$ cat config.mk
export PLATFORM = sky130hd
export DESIGN_NAME = gige_idle_rewriter
export DESIGN_NICKNAME = d
export VERILOG_FILES = /design/src/rtl/gige_idle_pkg.sv /design/src/rtl/idle_comma_track.sv /design/src/rtl/idle_char_select.sv /design/src/rtl/gige_idle_rewriter.sv
export SDC_FILE = /design/constraint.sdc
export NUM_CORES = 1
export LEC_CHECK = 0
export ABC_AREA = 1
export BUFFER_PORTS_ARGS = -buffer_cell sky130_fd_sc_hd__buf_2
export CAP_MARGIN = 30
export CORE_AREA = 2 2 39 41
export CTS_BUF_LIST = sky130_fd_sc_hd__clkbuf_4 sky130_fd_sc_hd__clkbuf_8 sky130_fd_sc_hd__clkbuf_16
export DETAILED_ROUTE_END_ITERATION = 10
export DIE_AREA = 0 0 41 43
export MAX_ROUTING_LAYER = met4
export PLACE_DENSITY = 0.65
export SYNTH_ARGS = -nofsm -noshare
export SYNTH_HDL_FRONTEND = slang
export SYNTH_SLANG_ARGS = --single-unit
$ cat constraint.sdc
create_clock -name clk -period 1.25 [get_ports clk]
set_input_delay 0.25 -clock clk [delete_from_list [all_inputs] [get_ports clk]]
set_output_delay 0.25 -clock clk [all_outputs]
set_load 0.01 [all_outputs]
$ cat src/rtl/gige_idle_pkg.sv
// Shared widths, character codes and types for the idle rewriter.
// Assumes the byte layout {y[2:0], x[4:0]} for a Dx.y / Kx.y character.
package gige_idle_pkg;

    localparam int unsigned BYTE_W = 8;
    localparam int unsigned X_W    = 5;
    localparam int unsigned Y_W    = BYTE_W - X_W;

    typedef logic [BYTE_W-1:0] byte_t;

    // Build the byte for character x.y
    function automatic byte_t char_code(input logic [X_W-1:0] x, input logic [Y_W-1:0] y);
        return {y, x};
    endfunction

    localparam byte_t COMMA_CODE = char_code(5'd28, 3'd5); // K28.5 with K=1
    localparam byte_t IDLE_FLIP  = char_code(5'd5,  3'd6); // D5.6, disparity flips
    localparam byte_t IDLE_KEEP  = char_code(5'd16, 3'd2); // D16.2, disparity kept
    localparam byte_t CFG_ONE    = char_code(5'd21, 3'd5); // D21.5
    localparam byte_t CFG_TWO    = char_code(5'd2,  3'd2); // D2.2

    // State remembered from the previous byte slot
    typedef struct packed {
        logic armed;   // previous byte was a comma
        logic rd_pos;  // disparity captured with that byte
    } comma_ctx_t;

endpackage

$ cat src/rtl/idle_comma_track.sv
// Remembers whether the byte of the current cycle is a comma and the
// disparity present with it, for use in the next cycle.
// Assumes rd_pos is valid every cycle; it is only used after a comma.
module idle_comma_track
    import gige_idle_pkg::*;
(
    input  logic       clk,
    input  logic       rst_n,
    input  byte_t      in_data,
    input  logic       in_k,
    input  logic       rd_pos,
    output comma_ctx_t ctx
);

    logic is_comma;

    // Comma match needs both the K flag and the K28.5 code
    always_comb begin
        is_comma = in_k && (in_data == COMMA_CODE);
    end

    // Store comma flag and disparity of this slot; reset disarms
    always_ff @(posedge clk) begin
        if (!rst_n) begin
            ctx <= '0;
        end else begin
            ctx.armed  <= is_comma;
            ctx.rd_pos <= rd_pos;
        end
    end

endmodule

$ cat src/rtl/idle_char_select.sv
// Chooses the byte to send: the idle replacement when the previous byte
// was a comma and this one is a non-exempt data byte, else the input.
// Purely combinational; assumes ctx comes from idle_comma_track.
module idle_char_select
    import gige_idle_pkg::*;
(
    input  comma_ctx_t ctx,
    input  byte_t      in_data,
    input  logic       in_k,
    output byte_t      sel_data
);

    logic exempt;
    logic rewrite;

    // Configuration codes and control characters are left alone
    always_comb begin
        exempt  = (in_data == CFG_ONE) || (in_data == CFG_TWO);
        rewrite = ctx.armed && !in_k && !exempt;
    end

    // Positive disparity takes the flipping idle, negative the keeping one
    always_comb begin
        if (rewrite) begin
            sel_data = ctx.rd_pos ? IDLE_FLIP : IDLE_KEEP;
        end else begin
            sel_data = in_data;
        end
    end

endmodule

$ cat src/rtl/gige_idle_rewriter.sv
// Top of the idle rewriter: comma tracking, character selection and one
// output register, for a fixed latency of one cycle.
// Assumes synchronous active-low reset and a byte every cycle.
module gige_idle_rewriter
    import gige_idle_pkg::*;
(
    input  logic              clk,
    input  logic              rst_n,
    input  logic [BYTE_W-1:0] in_data,
    input  logic              in_k,
    input  logic              rd_pos,
    output logic [BYTE_W-1:0] out_data,
    output logic              out_k
);

    comma_ctx_t ctx;
    byte_t      sel_data;

    idle_comma_track u_track (
        .clk     (clk),
        .rst_n   (rst_n),
        .in_data (in_data),
        .in_k    (in_k),
        .rd_pos  (rd_pos),
        .ctx     (ctx)
    );

    idle_char_select u_select (
        .ctx      (ctx),
        .in_data  (in_data),
        .in_k     (in_k),
        .sel_data (sel_data)
    );

    // Register the chosen byte and the untouched K flag
    always_ff @(posedge clk) begin
        if (!rst_n) begin
            out_data <= '0;
            out_k    <= 1'b0;
        end else begin
            out_data <= sel_data;
            out_k    <= in_k;
        end
    end

endmodule

==> out/qor.csv, run 1 <==
metric,value,unit
status,finished clean,
largest net degree at the start of global routing,11,
sinks on the clock net,11,
crit-path cells,"inv_1, nor2_1, inv_1, nor2_1, nand3_2, nand2_1",
Clock Skews,0.00270,ns
Worst Hold Depth,3,
Worst R2R Start,u_track.ctx[1]$_SDFF_PN0_,
initial antenna violation count,0,
Post-DRT Antenna Nets,0,
die area,1760,um^2
WP data required,1.46,ns
crit path kind,reg -> reg,
Final Power,0.000712,W
Clock Path Buffers,2,
first-pass GRT wire length,1450,um
share of cells above drive strength 1,0.333,
PwrDens,1170,nW/um^2
# fillers,143,
hold crit path type,in -> reg,
number of synthesized register bits,11,
Die Wd,41,um
Mean Syn Cell Area,7.29,um^2
standard-cell rows,14,
Yosys warning count,0,
Worst slew margin,0.751,
DR pass1 iterations,8,
synthesized instance count,64,
hold_buf cts,0,
Crit-path slowest cell,dfxtp_1,
CTS Buf Count,3,
max-slew violations,0,
Final setup viols,0,
arrival time worst endpoint,1.28,ns
Max-cap violations,0,
count of final hold-check violations,0,
DR vias,458,
hold path startpoint,rd_pos,
# DRC,0,
setup_tns,0,ns
Crit. Startpoint,u_track.ctx[1]$_SDFF_PN0_,
post-CTS sizing,0,
Crit path depth,6,
period utilization,0.856,
CP endpoint kind,flop,
vias in the first global route,367,
Post-Layout Cell Count,103,
Core Region,1380,um^2
Initial DRC Count,16,
routed length per instance,8.88,um
maximum vdd drop,385,uV
gr ovfl total,0,
post-synthesis cell type count,12,
RSZ-0062 raised after global routing,false,
Placed Instances,99,
LEAKAGE,0.359,nW
hpwl dp,713,um
slew at the pin closest to its max-slew limit,0.372,ns
Routed WL,915,um
Crit Path Max Fanout,3,
part of the Yosys area used for sequential elements,0.472,
buffers and inverters on the worst path,2,
syn nets,76,
ANT cells,0,
Post-CTS Setup Inserts,0,
reg2reg setup slack,0.18,ns
CP top delay family,simple AND/OR/NAND/NOR gates,
GR Util All Layers,0.124,
Initial Utilization,0.337,
Clock Tree Root,clkbuf_4,
Nets,100,
# H-tree levels,1,
Worst-path clk slew,0.07,ns
RePlAce Congestion,0.764,
Layout Utilization,0.440,
IO Count,21,
max frequency,934,MHz
CTS tree,done,
Die Ht,43,um
crit start category,flop,
crit path time final,1.07,ns
clock latency on the worst-skew pair,0.26,ns
DR vias/cell,4.45,
worst r2r path cells,6,
Area Growth Syn to Fin,30.6,%
mapped cell area,467,um^2
Crit path largest cell delay,0.31,ns
Port-buffer cells,20,
hold_ws,0.170,ns
## logic make-up (layout without fill, tap and decap cells)
logic type             after synthesis  in the layout  synth area share
and+or+nand+nor                     37             37             0.383
buffers and inverters               15             38             0.129
DFF                                 11             11             0.472
AOI/OAI and AO/OA                    1              1            0.0161
## cell usage in the layout, fill, tap and decap left out, drive strengths merged
cell type  instances
dfxtp             11
buf               20
nor4               1
nand3              6
nand4              2
nand2             19
inv               14
a21boi             1
clkbuf             4
nor2               9
## power breakdown
| group | switching (W) | internal (W) |
|---|---|---|
| Clock | 0.000111 | 0.000145 |
| Sequential | 0.00000407 | 0.000367 |
| Combinational | 0.0000481 | 0.0000362 |
## cell usage after synthesis
| master | number | area share |
|---|---|---|
| nor4_1 | 1 | 0.013 |
| nand2_1 | 16 | 0.13 |
| nand2_2 | 3 | 0.040 |
| nand4_1 | 2 | 0.027 |
| nand3_2 | 1 | 0.021 |
| nand3_1 | 4 | 0.043 |
| nand3_4 | 1 | 0.038 |
| a21boi_0 | 1 | 0.016 |
| dfxtp_1 | 11 | 0.47 |
| inv_1 | 14 | 0.11 |
| nor2_1 | 9 | 0.072 |
| buf_4 | 1 | 0.016 |
## routing by layer
| layer | vias to the layer above | share of wire | wire, um | track usage |
|---|---|---|---|---|
| li1 | 238 | - | - | - |
| met1 | 196 | 0.43 | 391 | 0.152 |
| met2 | 24 | 0.47 | 433 | 0.181 |
| met3 | 0 | 0.098 | 90 | 0.0471 |
| met4 | 0 | 0 | 0 | 0.0400 |
| met5 | - | 0 | 0 | - |
## through the flow
stage                     instance area (um^2)  worst slack, ns
after floorplan                            467            0.348
after global placement                     579            0.186
after detailed placement                   579            0.161
after CTS                                  609            0.176
after global routing                       609           0.0847
final                                      609            0.180
## cell type report
cell class              count  area (um^2)  area share
well taps                  16         20.0      0.0329
repair buffers             20          100       0.164
clock buffers               4         30.0      0.0493
inverters                  14         52.6      0.0862
flip-flops and latches     11          220       0.361
multi-input cells          38          186       0.306
## state kept, by name (all words and copies together), names as in the netlist
register	count
u_track.ctx	2
out_data	8
out_k	1
## tightest hold or removal path, delay by kind of cell
family / cells / cell delay [ns]
buffers and inverters: 2 / 0.11
AND/OR/NAND/NOR: 1 / 0.04
## path summary, 6_finish.rpt
kind | endpoint
setup / recovery | out_data[7]$_SDFF_PN0_
hold / removal | u_track.ctx[0]$_SDFF_PN0_
setup reg to reg | out_data[7]$_SDFF_PN0_
hold reg to reg | out_data[2]$_SDFF_PN0_
Power figures use the tool's default switching activity.
==> run 2, diff against run 1 <==
--- a/config.mk
+++ b/config.mk
@@ -5,7 +5,6 @@
 export SDC_FILE = /design/constraint.sdc
 export NUM_CORES = 1
 export LEC_CHECK = 0
-export ABC_AREA = 1
 export BUFFER_PORTS_ARGS = -buffer_cell sky130_fd_sc_hd__buf_2
 export CAP_MARGIN = 30
 export CORE_AREA = 2 2 39 41
@@ -13,7 +12,7 @@
 export DETAILED_ROUTE_END_ITERATION = 10
 export DIE_AREA = 0 0 41 43
 export MAX_ROUTING_LAYER = met4
-export PLACE_DENSITY = 0.65
+export PLACE_DENSITY = 0.62
 export SYNTH_ARGS = -nofsm -noshare
 export SYNTH_HDL_FRONTEND = slang
 export SYNTH_SLANG_ARGS = --single-unit
==> run 2 against run 1 <==
Against the previous run:
- global-route usage is 0.74 points higher
- area after synthesis shrank 10%
- design area is 3.7% lower
- critical endpoint unchanged
==> out/qor.csv, run 2 <==
metric,value,unit
# DRC,0,
DR vias,383,
LEAKAGE,0.313,nW
Post-DRT Antenna Nets,0,
most common library cells after synthesis,"dfxtp_1 (11), nand2_1 (5), mux2i_1 (4)",
arrival time worst endpoint,1.26,ns
Multi-input gate area,190,um^2
Clock Skews,0.000758,ns
met2 WL post-DR,394,um
largest net degree at the start of global routing,13,
CTS tree,done,
"most common cell after layout, fill and taps aside",buf_2,
DR pass1 iterations,4,
highest metal used,met4,
reg2reg setup slack,0.22,ns
worst r2r path cells,4,
hold crit path type,in -> reg,
ys async rst share,0,
Synth area leaders,"dfxtp_1 (53%), mux2i_1 (9.6%), and3_1 (4.5%)",
Layout Utilization,0.424,
worst setup path end,out_data[7]$_SDFF_PN0_,
RePlAce Congestion,0.700,
Worst R2R Start,u_track.ctx[1]$_SDFF_PN0_,
Nets,77,
number of synthesized register bits,11,
slew at the pin closest to its max-slew limit,0.294,ns
Clock Path Buffers,2,
Final setup viols,0,
Clock Tree Root,clkbuf_4,
Core Region,1380,um^2
# H-tree levels,1,
routed length per instance,11.1,um
crit path kind,in -> reg,
Die Wd,41,um
DR vias/cell,4.79,
ANT cells,0,
IO Count,21,
Crit. Startpoint,in_data[1],
"Top FF cell, synth",dfxtp_1,
FF+latch area,220,um^2
hold_ws,0.180,ns
Initial DRC Count,7,
# fillers,147,
mux cell area share after synthesis,0.0958,
max reg flops,8,
Max-cap violations,0,
Worst-path clk slew,0.07,ns
hold_buf cts,0,
met3 routed WL,85,um
Area Growth Syn to Fin,40.4,%
post-synthesis cell type count,15,
post-CTS sizing,0,
CP endpoint kind,flop,
WP data required,1.45,ns
hpwl dp,698,um
vias in the first global route,334,
GR Util All Layers,0.131,
Initial Utilization,0.302,
max-slew violations,0,
first-pass GRT wire length,1330,um
max frequency,947,MHz
Yosys top cell area share,0.527,
share of cells above drive strength 1,0.469,
PwrDens,1220,nW/um^2
RSZ-0062 raised after global routing,false,
Synth area leader,dfxtp_1,
Crit Path Max Fanout,8,
gr ovfl total,0,
crit start category,input pin,
adder-cell share of the synthesized area,0,
mapped cell area,418,um^2
status,finished clean,
most common cell in the netlist,dfxtp_1,
Die Ht,43,um
Yosys warning count,0,
crit path time final,1.06,ns
CTS Buf Count,3,
count of final hold-check violations,0,
sinks on the clock net,11,
WL met1,352,um
period utilization,0.845,
Worst Hold Depth,2,
syn nets,50,
Synth Area in XOR/XNOR,0,
largest family of logic cells by synthesized area,simple AND/OR/NAND/NOR gates,
clock latency on the worst-skew pair,0.27,ns
"EDFF count, synth",0,
Reg-to-Reg End,out_data[5]$_SDFF_PP0_,
Top Registers,"out_data x8, u_track.ctx x2, out_k x1",
synthesized instance count,38,
standard-cell rows,14,
maximum vdd drop,398,uV
Synth Area in Compound Gates,0.0689,
Port-buffer cells,20,
Worst slew margin,0.801,
Post-CTS Setup Inserts,0,
Simple-Gate Fraction of Synth Area,0.290,
"commonest non-fill, non-tap cells in the layout","buf_2 (20), dfxtp_1 (11), nand2_1 (5)",
part of the Yosys area used for sequential elements,0.527,
Routed WL,885,um
die area,1760,um^2
largest reg by FF count,out_data,
Mean Syn Cell Area,11.0,um^2
initial antenna violation count,0,
## run 2: worst min path at each step
stage	startpoint	endpoint
CTS	rd_pos	u_track.ctx[0]$_SDFF_PN0_
finish	rd_pos	u_track.ctx[0]$_SDFF_PN0_
detailed placement	rd_pos	u_track.ctx[0]$_SDFF_PN0_
global placement	rd_pos	u_track.ctx[0]$_SDFF_PN0_
global route	rd_pos	u_track.ctx[0]$_SDFF_PN0_
floorplan	rd_pos	u_track.ctx[0]$_SDFF_PN0_
## run 2: cells by family (layout without fill, tap and decap cells)
family,count (synthesis),count (layout)
AOI/OAI and AO/OA,3,3
buffers and inverters,2,28
DFF,11,11
muxes,4,4
and+or+nand+nor,18,18
## run 2: through the flow
stage                     total power [W]  cells  area (um^2)  setup TNS (ns)  setup WS, ns
final                            0.000718     80          587               0         0.194
after global routing             0.000767     80          587               0        0.0977
after CTS                        0.000733     80          587               0         0.196
after detailed placement         0.000464     76          557          -0.443       -0.0891
after global placement           0.000462     76          557          -0.321       -0.0795
after floorplan                  0.000414     38          418               0         0.137
## run 2: per-layer routing
| metal | up-vias | GRT usage |
|---|---|---|
| met4 | 0 | 0.160 |
| met2 | 19 | 0.159 |
| met5 | - | - |
| met1 | 175 | 0.140 |
| li1 | 184 | - |
| met3 | 5 | 0.0471 |
## run 2: cell type report
type | instances | area share
Clock buffer | 4 | 0.0512
Inverter | 1 | 0.00640
Multi-Input combinational cell | 25 | 0.324
Sequential cell | 11 | 0.375
Tap cell | 16 | 0.0341
Timing Repair Buffer | 23 | 0.209
## run 2: power by group
group	total [W]	leakage (nW)	internal (W)	switching, W
clock network	0.000263	0.0184	0.000145	0.000118
logic	0.0000833	0.203	0.0000429	0.0000404
registers	0.000371	0.0914	0.000367	0.00000390
total	0.000718	0.313	0.000556	0.000162
## run 2: critical path: stages
cell,delay [ns]
buf_2,0.11
and4bb_1,0.27
nand3_2,0.11
o21ai_4,0.29
mux2i_1,0.23
==> run 3, diff against run 2 <==
--- a/config.mk
+++ b/config.mk
@@ -5,6 +5,7 @@
 export SDC_FILE = /design/constraint.sdc
 export NUM_CORES = 1
 export LEC_CHECK = 0
+export ABC_AREA = 1
 export BUFFER_PORTS_ARGS = -buffer_cell sky130_fd_sc_hd__buf_2
 export CAP_MARGIN = 30
 export CORE_AREA = 2 2 39 41
@@ -12,7 +13,7 @@
 export DETAILED_ROUTE_END_ITERATION = 10
 export DIE_AREA = 0 0 41 43
 export MAX_ROUTING_LAYER = met4
-export PLACE_DENSITY = 0.62
+export PLACE_DENSITY = 0.65
 export SYNTH_ARGS = -nofsm -noshare
 export SYNTH_HDL_FRONTEND = slang
 export SYNTH_SLANG_ARGS = --single-unit
==> constraint.sdc (replaced) <==
create_clock -name clk -period 0.99 [get_ports clk]
set_input_delay 0.198 -clock clk [delete_from_list [all_inputs] [get_ports clk]]
set_output_delay 0.198 -clock clk [all_outputs]
set_load 0.01 [all_outputs]
==> run 3 against run 2 <==
Against the previous run:
- clock power rose by 27%
- highest routed layer unchanged
- global-route usage rose by 0.74 points
- clock-buffer cell count unchanged
- register-to-register slack worse by 0.17 ns
==> out/qor.csv, run 3 (synthesis results as in run 1) <==
metric,value,unit
sinks on the clock net,11,
largest reg by FF count,out_data,
RePlAce Congestion,0.779,
hold_ws,0.105,ns
# fillers,140,
reg2reg setup slack,0.05,ns
max frequency,1070,MHz
crit start category,flop,
crit path kind,reg -> reg,
ANT cells,0,
initial antenna violation count,0,
"commonest non-fill, non-tap cells in the layout","buf_2 (20), nand2_1 (15), inv_1 (13)",
gr ovfl total,0,
die area,1760,um^2
count of final hold-check violations,0,
standard-cell rows,14,
IO Count,21,
Reg-to-Reg End,out_data[6]$_SDFF_PN0_,
GR Util All Layers,0.138,
max reg flops,8,
period utilization,0.946,
Final setup viols,0,
Clock Tree Root,clkbuf_4,
DR pass1 iterations,2,
worst r2r path cells,5,
DP Area,632,um^2
"most common cell after layout, fill and taps aside",buf_2,
routed length per instance,8.78,um
Multi-input gate area,196,um^2
Post-CTS Setup Inserts,0,
Die Wd,41,um
Port-buffer cells,20,
PwrDens,1390,nW/um^2
Worst-path clk slew,0.07,ns
Top Registers,"out_data x8, u_track.ctx x2, out_k x1",
Max-cap violations,0,
Crit Path Max Fanout,7,
vias in the first global route,405,
Routed WL,966,um
max-slew violations,0,
WP data required,1.18,ns
Clock Skews,0.00533,ns
maximum vdd drop,526,uV
first-pass GRT wire length,1580,um
hold path startpoint,rd_pos,
Core Region,1380,um^2
clock latency on the worst-skew pair,0.27,ns
CTS Buf Count,3,
hold_buf cts,0,
DR vias,472,
largest net degree at the start of global routing,10,
Worst Hold Depth,3,
hpwl dp,788,um
RSZ-0062 raised after global routing,true,
FF+latch area,220,um^2
arrival time worst endpoint,1.13,ns
DR vias/cell,4.29,
Post-DRT Antenna Nets,0,
setup_tns,0,ns
Nets,107,
Clock Path Buffers,2,
Area Growth Syn to Fin,44.0,%
slew at the pin closest to its max-slew limit,0.243,ns
Initial Utilization,0.337,
Die Ht,43,um
share of cells above drive strength 1,0.426,
status,finished clean,
worst setup path end,out_data[6]$_SDFF_PN0_,
LEAKAGE,0.393,nW
crit path time final,0.936,ns
Crit. Startpoint,u_track.ctx[1]$_SDFF_PN0_,
CP endpoint kind,flop,
Worst slew margin,0.837,
Layout Utilization,0.486,
Initial DRC Count,7,
post-layout instance area,672,um^2
Worst R2R Start,u_track.ctx[1]$_SDFF_PN0_,
# H-tree levels,1,
hold crit path type,in -> reg,
# DRC,0,
CTS tree,done,
-- run 3: cell count changes in the layout (fill, tap and decap cells not counted), moves of 4 or more --
cell	previous run	this run
buf_4	3	7
nand2_1	5	15
inv_1	1	13
nand2_2	0	4
mux2i_1	4	0
nor2_1	0	8
-- run 3: worst min path at each step --
stage	end	slack, ns
finish	u_track.ctx[0]$_SDFF_PN0_	0.11
global route	u_track.ctx[0]$_SDFF_PN0_	0.11
CTS	u_track.ctx[0]$_SDFF_PN0_	0.1
detailed placement	u_track.ctx[0]$_SDFF_PN0_	0.38
global placement	u_track.ctx[0]$_SDFF_PN0_	0.38
floorplan	u_track.ctx[1]$_SDFF_PN0_	0.27
-- run 3: per-layer routing --
layer | up-vias | share of wire | GRT usage | wire, um
met5 | - | 0 | - | 0
met4 | 0 | 0.035 | 0.100 | 34
met3 | 5 | 0.062 | 0.0314 | 60
met2 | 17 | 0.47 | 0.184 | 455
met1 | 199 | 0.43 | 0.176 | 415
li1 | 251 | - | - | -
-- run 3: cell type report --
type | instances | share of cell area
Clock buffer | 4 | 0.0447
Inverter | 14 | 0.0782
Multi-Input combinational cell | 38 | 0.292
Sequential cell | 11 | 0.328
Tap cell | 16 | 0.0298
Timing Repair Buffer | 27 | 0.227
-- run 3: metrics by stage --
| stage | total power [W] | instances | setup WS (ns) |
|---|---|---|---|
| 3_5_place_dp | 0.000605 | 106 | -0.0430 |
| 4_1_cts | 0.000941 | 110 | 0.0451 |
| 2_1_floorplan | 0.000536 | 64 | 0.0881 |
| 6_report | 0.000932 | 110 | 0.0536 |
| 3_3_place_gp | 0.000605 | 106 | -0.0283 |
| 5_1_grt | 0.000989 | 110 | -0.0658 |
-- run 3: power by group --
group	switching, W	total, W	internal [W]	leakage (nW)
clock network	0.000152	0.000335	0.000184	0.0184
logic	0.0000658	0.000127	0.0000615	0.283
registers	0.00000511	0.000469	0.000464	0.0914
total	0.000223	0.000932	0.000709	0.393
-- run 3: worst max-delay path, stage by stage, from the launching register on --
cell and delay (ns):
dfxtp_1 0.31, inv_1 0.03, nor2_1 0.08, buf_4 0.14, nand3_4 0.12, a21boi_0 0.18
-- run 3: repair_timing --
action	in CTS	in global routing
setup endpoints to repair	0	7
endpoints found under the hold margin	0	0
resized for setup	0	4
